--- config.mk ---
export PLATFORM = sky130hd
export DESIGN_NAME = rx_wake_filter
export DESIGN_NICKNAME = d
export VERILOG_FILES = /design/src/rtl/rx_wake_pkg.sv /design/src/rtl/rx_wake_classify.sv /design/src/rtl/rx_wake_mute_ctrl.sv /design/src/rtl/rx_wake_buffer.sv /design/src/rtl/rx_wake_filter.sv
export SDC_FILE = /design/constraint.sdc
export NUM_CORES = 1
export LEC_CHECK = 0
export ABC_AREA = 0
export CAP_MARGIN = 20
export CELL_PAD_IN_SITES_DETAIL_PLACEMENT = 1
export CELL_PAD_IN_SITES_GLOBAL_PLACEMENT = 1
export CORE_MARGIN = 4
export CORE_UTILIZATION = 30
export CTS_BUF_LIST = sky130_fd_sc_hd__clkbuf_4 sky130_fd_sc_hd__clkbuf_8 sky130_fd_sc_hd__clkbuf_16
export DETAILED_ROUTE_END_ITERATION = 16
export PLACE_DENSITY = 0.79
export SETUP_SLACK_MARGIN = 0.1
export SKIP_CTS_REPAIR_TIMING = 1
export SLEW_MARGIN = 20
export SYNTH_ARGS = -nofsm -noshare
export SYNTH_HDL_FRONTEND = slang
export SYNTH_HIERARCHICAL = 1
export SYNTH_SLANG_ARGS = --single-unit
--- constraint.sdc ---
create_clock -name clk -period 3.27 [get_ports clk]
set_clock_uncertainty 0.05 [all_clocks]
set_input_delay 0.654 -clock clk [delete_from_list [all_inputs] [get_ports clk]]
set_output_delay 0.654 -clock clk [all_outputs]
set_load 0.01 [all_outputs]
--- src/rtl/rx_wake_pkg.sv ---
package rx_wake_pkg;

    typedef enum logic [1:0] {
        KIND_DATA      = 2'd0,
        KIND_ADDR_HIT  = 2'd1,
        KIND_ADDR_MISS = 2'd2
    } char_kind_e;

endpackage

--- src/rtl/rx_wake_classify.sv ---
module rx_wake_classify
    import rx_wake_pkg::*;
#(
    parameter int DATA_W = 9,
    parameter int ADDR_W = 4
) (
    input  logic [DATA_W-1:0] char_in,
    input  logic              addr_mode,
    input  logic              wide,
    input  logic [ADDR_W-1:0] own_addr,
    output char_kind_e        kind
);
    localparam int FLAG_WIDE   = DATA_W - 1;
    localparam int FLAG_NARROW = DATA_W - 2;

    logic flag_bit;
    logic addr_hit;

    always_comb begin
        flag_bit = wide ? char_in[FLAG_WIDE] : char_in[FLAG_NARROW];
        addr_hit = (char_in[ADDR_W-1:0] == own_addr);
        if (!addr_mode || !flag_bit) begin
            kind = KIND_DATA;
        end else if (addr_hit) begin
            kind = KIND_ADDR_HIT;
        end else begin
            kind = KIND_ADDR_MISS;
        end
    end

endmodule

--- src/rtl/rx_wake_mute_ctrl.sv ---
module rx_wake_mute_ctrl
    import rx_wake_pkg::*;
(
    input  logic       clk,
    input  logic       rst_n,
    input  logic       char_stb,
    input  char_kind_e kind,
    input  logic       idle_stb,
    input  logic       addr_mode,
    input  logic       sw_wr,
    input  logic       sw_val,
    input  logic       buf_busy,
    output logic       deliver,
    output logic       mute_o
);
    typedef struct packed {
        logic mute;
    } mute_state_t;

    mute_state_t st_d, st_q;
    logic        hw_touch;

    always_comb begin
        st_d     = st_q;
        deliver  = 1'b0;
        hw_touch = 1'b0;
        if (char_stb) begin
            unique case (kind)
                KIND_ADDR_HIT: begin
                    st_d.mute = 1'b0;
                    deliver   = 1'b1;
                    hw_touch  = 1'b1;
                end
                KIND_ADDR_MISS: begin
                    st_d.mute = 1'b1;
                    hw_touch  = 1'b1;
                end
                default: begin
                    deliver = !st_q.mute;
                end
            endcase
        end
        if (!addr_mode && idle_stb) begin
            st_d.mute = 1'b0;
            hw_touch  = 1'b1;
        end
        if (!hw_touch && sw_wr && !buf_busy) begin
            st_d.mute = sw_val;
        end
    end

    always_ff @(posedge clk or negedge rst_n) begin
        if (!rst_n) begin
            st_q <= '0;
        end else begin
            st_q <= st_d;
        end
    end

    assign mute_o = st_q.mute;

    AST_MISS_MUTES: assert property (@(posedge clk) disable iff (!rst_n)
        char_stb && kind == KIND_ADDR_MISS |=> mute_o);
    AST_HIT_WAKES: assert property (@(posedge clk) disable iff (!rst_n)
        char_stb && kind == KIND_ADDR_HIT |=> !mute_o);
    AST_IDLE_WAKES: assert property (@(posedge clk) disable iff (!rst_n)
        !addr_mode && idle_stb |=> !mute_o);
    AST_ADDR_IDLE_NOP: assert property (@(posedge clk) disable iff (!rst_n)
        addr_mode && idle_stb && !char_stb && !sw_wr |=> $stable(mute_o));
    AST_WR_BLOCKED: assert property (@(posedge clk) disable iff (!rst_n)
        sw_wr && buf_busy && !char_stb && !idle_stb |=> $stable(mute_o));

endmodule

--- src/rtl/rx_wake_buffer.sv ---
module rx_wake_buffer #(
    parameter int DATA_W = 9
) (
    input  logic              clk,
    input  logic              rst_n,
    input  logic              deliver,
    input  logic [DATA_W-1:0] wdata,
    input  logic              rd,
    output logic              full_o,
    output logic [DATA_W-1:0] data_o,
    output logic              req_o
);
    typedef struct packed {
        logic              full;
        logic [DATA_W-1:0] data;
        logic              req;
    } buf_state_t;

    buf_state_t st_d, st_q;

    always_comb begin
        st_d     = st_q;
        st_d.req = 1'b0;
        if (deliver) begin
            st_d.data = wdata;
            st_d.full = 1'b1;
            st_d.req  = !st_q.full;
        end else if (rd) begin
            st_d.full = 1'b0;
        end
    end

    always_ff @(posedge clk or negedge rst_n) begin
        if (!rst_n) begin
            st_q <= '0;
        end else begin
            st_q <= st_d;
        end
    end

    assign full_o = st_q.full;
    assign data_o = st_q.data;
    assign req_o  = st_q.req;

    AST_REQ_ON_RISE: assert property (@(posedge clk) disable iff (!rst_n)
        req_o |-> full_o && !$past(full_o));
    AST_READ_EMPTIES: assert property (@(posedge clk) disable iff (!rst_n)
        rd && !deliver |=> !full_o);
    AST_DELIVER_FILLS: assert property (@(posedge clk) disable iff (!rst_n)
        deliver |=> full_o && data_o == $past(wdata));

endmodule

--- src/rtl/rx_wake_filter.sv ---
module rx_wake_filter
    import rx_wake_pkg::*;
#(
    parameter int DATA_W = 9,
    parameter int ADDR_W = 4
) (
    input  logic              clk,
    input  logic              rst_n,
    input  logic              rx_valid,
    input  logic [DATA_W-1:0] rx_char,
    input  logic              rx_idle,
    input  logic              wake_addr_mode,
    input  logic              long_frame,
    input  logic [ADDR_W-1:0] node_id,
    input  logic              mute_wr_en,
    input  logic              mute_wr_val,
    input  logic              buf_rd,
    output logic              buf_full,
    output logic [DATA_W-1:0] buf_char,
    output logic              rx_req,
    output logic              mute
);
    char_kind_e kind;
    logic       deliver;

    rx_wake_classify #(
        .DATA_W (DATA_W),
        .ADDR_W (ADDR_W)
    ) u_classify (
        .char_in   (rx_char),
        .addr_mode (wake_addr_mode),
        .wide      (long_frame),
        .own_addr  (node_id),
        .kind      (kind)
    );

    rx_wake_mute_ctrl u_mute (
        .clk       (clk),
        .rst_n     (rst_n),
        .char_stb  (rx_valid),
        .kind      (kind),
        .idle_stb  (rx_idle),
        .addr_mode (wake_addr_mode),
        .sw_wr     (mute_wr_en),
        .sw_val    (mute_wr_val),
        .buf_busy  (buf_full),
        .deliver   (deliver),
        .mute_o    (mute)
    );

    rx_wake_buffer #(
        .DATA_W (DATA_W)
    ) u_buffer (
        .clk     (clk),
        .rst_n   (rst_n),
        .deliver (deliver),
        .wdata   (rx_char),
        .rd      (buf_rd),
        .full_o  (buf_full),
        .data_o  (buf_char),
        .req_o   (rx_req)
    );

    AST_MUTED_DROP: assert property (@(posedge clk) disable iff (!rst_n)
        mute && rx_valid && kind == KIND_DATA && !buf_rd
        |=> !rx_req && $stable(buf_data_chk()));

    function automatic logic [DATA_W:0] buf_data_chk();
        return {buf_full, buf_char};
    endfunction

endmodule

==> results of run 1 <==
## state kept, by name (all words and copies together), names as in the netlist
name	count
u_mute/mute_o	1
u_buffer/data_o	9
u_buffer/req_o	1
u_buffer/full_o	1
## report_power, final
part	internal, mW	switching, mW
Sequential	0.186	0.0219
Clock	0.0677	0.0493
Combinational	0.144	0.0698
## cell type report
cell class	instances	area share (%)
repair buffers	34	33.2
flip-flops and latches	12	29.5
multi-input cells	30	28.6
clock buffers	4	3.56
well taps	27	3.32
inverters	5	1.84
## path summary, 6_finish.rpt
kind / end / startpoint
min: u_buffer/req_o / u_buffer/full_o
max in group asynchronous: u_buffer/data_o[7] / rst_n
max reg2reg: u_buffer/data_o[7] / u_mute/mute_o
max: u_buffer/data_o[7] / rx_char[2]
min in group asynchronous: u_buffer/data_o[4] / rst_n
min reg2reg: u_buffer/req_o / u_buffer/full_o
## through the flow
step | hold WS, ns | setup WS, ns | instances
final | 0.453 | 0.557 | 112
after global routing | 0.482 | 0.444 | 112
after CTS | 0.462 | 0.553 | 112
after detailed placement | 0.443 | 0.272 | 108
after global placement | 0.429 | 0.309 | 108
after floorplan | 0.308 | 1.04 | 48
## per-layer routing
layer / GRT usage, % / up-vias / share of wire (%)
li1: - / 237 / -
met1: 14.9 / 233 / 41
met2: 22.2 / 22 / 50
met3: 4.16 / 2 / 7.4
met4: 6.38 / 0 / 0.88
met5: 0 / - / 0
## critical path, stage by stage
cell and delay (ns):
clkdlybuf4s50_1 0.50, xnor2_1 0.13, nand4_1 0.13, nor2_1 0.15, inv_1 0.06, ha_1 0.32
nand2_1 0.07, o211a_1 0.26, buf_4 0.23, mux2_4 0.31
## cells in the mapped netlist, drive strengths merged
cell type and number:
nor2 1, mux2 10, nor2b 4, nand2b 1, a32oi 1, a21o 1
nand4 1, buf 1, inv 5, ha 2, dfrtp 12, a222oi 1
o211a 1, xnor2 4, nand2 3
## cell families (layout without fill, tap and decap cells)
group	after synthesis	count (layout)	synth area share (%)
simple gates	10	10	8.45
xor+xnor	4	4	5.63
compound gates	4	4	5.84
mux	10	10	22.9
flops	12	12	48.3
fa+ha+maj	2	2	4.02
buf+inv	6	43	4.83
==> out/results.tsv, run 1 <==
stage	metric	value	unit
run_status	status	complete, no violations	
timing	worst_pin_slew	0.568	ns
timing	setup_viol	0	
floorplanning	coreArea	0.00196	sq mm
clock_tree	clk_pin_slew	0.07	ns
synthesis	yosys.cell_types.count	17	
power	powerDensity	529	mW/mm^2
clock_tree	clk_latency	0.27	ns
synthesis	yosysTopAreaCell	dfrtp_1	
clock_tree	clock-sinks	12	
synthesis	synth_nets	72	
global_route	antenna_found_initial	0	
timing	slew_violations	0	
timing	max_freq	369	MHz
drt	antenna_left	0	
global_route	grt_remaining_overflow	0	
floorplanning	core.rowCount	16	
layout	most-common-layout-cells	clkdlybuf4s50_1 (33), dfrtp_1 (12), mux2_4 (8), inv_1 (5)	
power	p_leak	0.447	nW
timing	hold_viol_final	0	
drt	wl_per_cell	14.2	um
timing	slew_headroom	62.0	%
layout	multiInputGateArea	292	sq um
worst_setup_path	cp.required	3.38	ns
layout	regArea	300	sq um
timing	fin_crit_sh	83.0	%
clock_tree	cts-root-buf	clkbuf_4	
worst_setup_path	r2r_cells	4	
worst_setup_path	critical_path.max_fanout	8	
timing	tns	0	ns
layout	syn_to_final_growth	63.8	%
drt	vias_per_cell	4.41	
timing	rsz0062_at_grt	no	
global_route	grt_pass1_vias	561	
synthesis	yosysWarnings	6	
synthesis	synth_area	622	sq um
global_route	grt_max_degree	13	
layout	fill_cells	239	
clock_tree	max-clock-path-buffers	2	
global_route	grt_pass1_wl	2.59	mm
worst_setup_path	criticalPathCategory	input port to flop	
placed_design	dpl.hpwl	1.25	mm
synthesis	ys_ff_latch	12	
layout	stdcell_area	0.00102	sq mm
layout	n_antenna_cell	0	
job	max_cap_viol_count	0	
synthesis	postSynthCellCount	48	
worst_hold_path	hp-class	flop to flop	
layout	final_common_cell	clkdlybuf4s50_1	
layout	nets	110	
drt	dr.first_iter.drc_count	4	
worst_hold_path	hold_depth	1	
synthesis	synth-seq-area-share	48.3	%
synthesis	synth_top_area_share	48.3	%
clock_tree	cts_tree	done	
worst_setup_path	crit_arrival	2.82	ns
floorplanning	die_area	0.00287	sq mm
floorplanning	pin_count	34	
power	p_total	0.539	mW
synthesis	synth.area.top_cells	dfrtp_1 (48%), mux2_4 (19%), xnor2_1 (5.6%)	
floorplanning	die_h	53.5	um
placed_design	gp_congestion	0.692	
worst_setup_path	reg2reg_slack	1.84	ns
timing	period_needed	2.71	ns
worst_setup_path	critPathCaptureType	flop	
drt	drc	0	
layout	utilization	51.9	%
placed_design	port_buffers	33	
global_route	track_usage	13.2	%
clock_tree	cts_max_level	1	
placed_design	dpl-instance-area	982	sq um
drt	vias	494	
floorplanning	fp.dieW	53.5	um
worst_setup_path	crit_path_start_kind	input port	
layout	drive_gt1_share	16.5	%
drt	first_pass_iters	4	
clock_tree	cts_made_buffers	3	
floorplanning	start_util	31.7	%
drt	wl	1.59	mm
synthesis	avgSynthCellArea	13.0	sq um
power	ir_drop	0.275	mV
Power figures use the tool's default switching activity.
==> run 2: changes to the inputs <==
CORE_UTILIZATION = 25   (was 30)
PLACE_DENSITY = 0.7   (was 0.79)
clock period = 2.2 ns   (was 3.27 ns; I/O delays follow)
==> run 2 against run 1 <==
Compared with the run above:
- sequential power is 50% higher
- flip-flop and latch count unchanged
- critical path depth did not move
- design area rose by 13%
- final cell count is 6.3% higher
- worst setup slack got worse by 0.41 ns
- global-route usage shrank 2.3 points
- critical endpoint is now u_buffer/data_o[6]
==> out/results.tsv, run 2 (synthesis results as in run 1) <==
stage	metric	value	unit	change
worst_hold_path	hp-class	input port to flop		
worst_setup_path	critical_path.max_fanout	8		unchanged
drt	wl	1.83	mm	+15%
global_route	antenna_found_initial	0		unchanged
layout	fill_cells	252		+5.4%
global_route	grt_pass1_wl	2.75	mm	+6.1%
worst_setup_path	crit_arrival	2.16	ns	-0.66 ns
drt	vias	530		+7.3%
floorplanning	start_util	27.1	%	-4.6 points
worst_setup_path	cp.required	2.31	ns	-1.07 ns
run_status	status	complete, no violations		
layout	nets	116		+5.5%
floorplanning	die_area	0.00335	sq mm	+17%
timing	max_freq	488	MHz	
floorplanning	fp.dieW	57.9	um	+8.1%
drt	wl_per_cell	15.4	um	+8.2%
timing	period_needed	2.05	ns	
worst_setup_path	criticalPathCategory	input port to flop		
worst_hold_path	hold_depth	2		+1
clock_tree	clk_latency	0.27	ns	about the same
drt	vias_per_cell	4.45		+0.98%
power	ir_drop	0.419	mV	+52%
timing	setup_ws	0.150	ns	-0.407 ns
placed_design	dp_slack	-0.499	ns	-0.771 ns
layout	drive_gt1_share	31.9	%	+15 points
global_route	grt_remaining_overflow	0		unchanged
worst_setup_path	critPathCaptureType	flop		
timing	hold_viol_final	0		unchanged
global_route	grt_use_met3	3.56	%	-0.59 points
clock_tree	cts_max_level	1		unchanged
global_route	busiest_layer	met2		
power	p_leak	0.612	nW	+37%
worst_setup_path	crit_path_start_kind	input port		
layout	utilization	50.0	%	-1.9 points
placed_design	gp_congestion	0.731		+5.6%
clock_tree	clk_pin_slew	0.08	ns	about the same
timing	rsz0062_at_grt	no		
layout	n_antenna_cell	0		unchanged
worst_setup_path	r2r-start	u_mute/mute_o		
clock_tree	max-clock-path-buffers	2		unchanged
timing	slew_headroom	61.9	%	-0.086 points
layout	largest_reg_flops	9		unchanged
timing	fin_crit_sh	93.2	%	
placed_design	dpl.hpwl	1.32	mm	+5.5%
placed_design	port_buffers	33		unchanged
global_route	met1_usage	14.5	%	-0.42 points
clock_tree	clock-sinks	12		unchanged
power	powerDensity	723	mW/mm^2	+37%
floorplanning	die_h	57.9	um	+8.1%
worst_hold_path	min_to	u_buffer/data_o[2]		
drt	dr.first_iter.drc_count	9		+5
global_route	grt_use_met2	15.6	%	-6.6 points
worst_hold_path	min_from	rx_char[2]		
global_route	track_usage	10.8	%	-2.3 points
clock_tree	cts_made_buffers	3		unchanged
drt	drc	0		unchanged
drt	first_pass_iters	4		unchanged
layout	syn_to_final_growth	84.7	%	
timing	setup_viol	0		unchanged
floorplanning	core.rowCount	17		+1
worst_setup_path	reg2reg_slack	0.84	ns	-1.00 ns
floorplanning	pin_count	34		unchanged
clock_tree	cts-root-buf	clkbuf_4		
global_route	grt_pass1_vias	554		-1.2%
worst_setup_path	r2r_cells	4		unchanged
floorplanning	coreArea	0.00230	sq mm	+17%
timing	worst_pin_slew	0.569	ns	+0.00128 ns
layout	most-common-layout-cells	clkdlybuf4s50_1 (21), dlymetal6s2s_1 (12), dfrtp_1 (12), mux2_4 (9), buf_4 (5)		
timing	slew_violations	0		unchanged
clock_tree	cts_tree	done		
worst_setup_path	r2r_end	u_buffer/data_o[6]		
global_route	grt_max_degree	13		unchanged
layout	final_common_cell	clkdlybuf4s50_1		
job	max_cap_viol_count	0		unchanged
drt	antenna_left	0		unchanged
==> run 2: layer usage <==
layer	routed length (um)	share of wire (%)
met5	0	0
met4	25	1.4
met3	140	7.7
met2	873	48
met1	788	43
==> run 2: how the worst max path moves through the flow <==
stage	from	end	slack [ns]
4_1_cts	rx_char[0]	u_buffer/data_o[6]	-0.25
3_3_place_gp	rx_char[0]	u_buffer/data_o[6]	-0.42
2_1_floorplan	node_id[2]	u_buffer/data_o[0]	0.18
3_5_place_dp	rx_char[0]	u_buffer/data_o[1]	-0.50
6_report	rx_char[3]	u_buffer/data_o[6]	0.15
5_1_grt	rx_char[1]	u_buffer/data_o[6]	0.09
==> run 2: stage by stage <==
stage	instances	hold slack [ns]	TNS (ns)	total power, mW	instance area [sq um]
2_1_floorplan	48	0.0944	0	0.456	622
3_3_place_gp	114	0.421	-4.39	0.638	1020
3_5_place_dp	114	0.447	-5.23	0.646	1020
4_1_cts	118	0.458	-2.15	0.828	1060
5_1_grt	119	0.409	0	0.875	1150
6_report	119	0.424	0	0.831	1150
==> run 2: critical path, cell delays in order <==
cell            delay, ns
dlymetal6s2s_1       0.14
xnor2_1              0.18
nand4_1              0.17
nor2_2               0.18
inv_2                0.06
ha_4                 0.22
nand2_2              0.08
o211a_1              0.21
buf_6                0.17
mux2_4               0.30
==> run 2: cell type report <==
class	instances	area, sq um	area share, %
multi-input combinational	30	338	29.4
tap	28	35.0	3.05
timing repair buffer	40	420	36.6
inverter	5	18.8	1.63
clock buffer	4	36.3	3.16
sequential	12	300	26.1
==> run 2: where the power goes <==
group	switching [mW]	leakage, nW	internal (mW)	total, mW
combinational	0.115	0.448	0.227	0.342
sequential	0.0353	0.143	0.277	0.312
clock	0.0758	0.0210	0.101	0.176
total	0.226	0.612	0.605	0.831
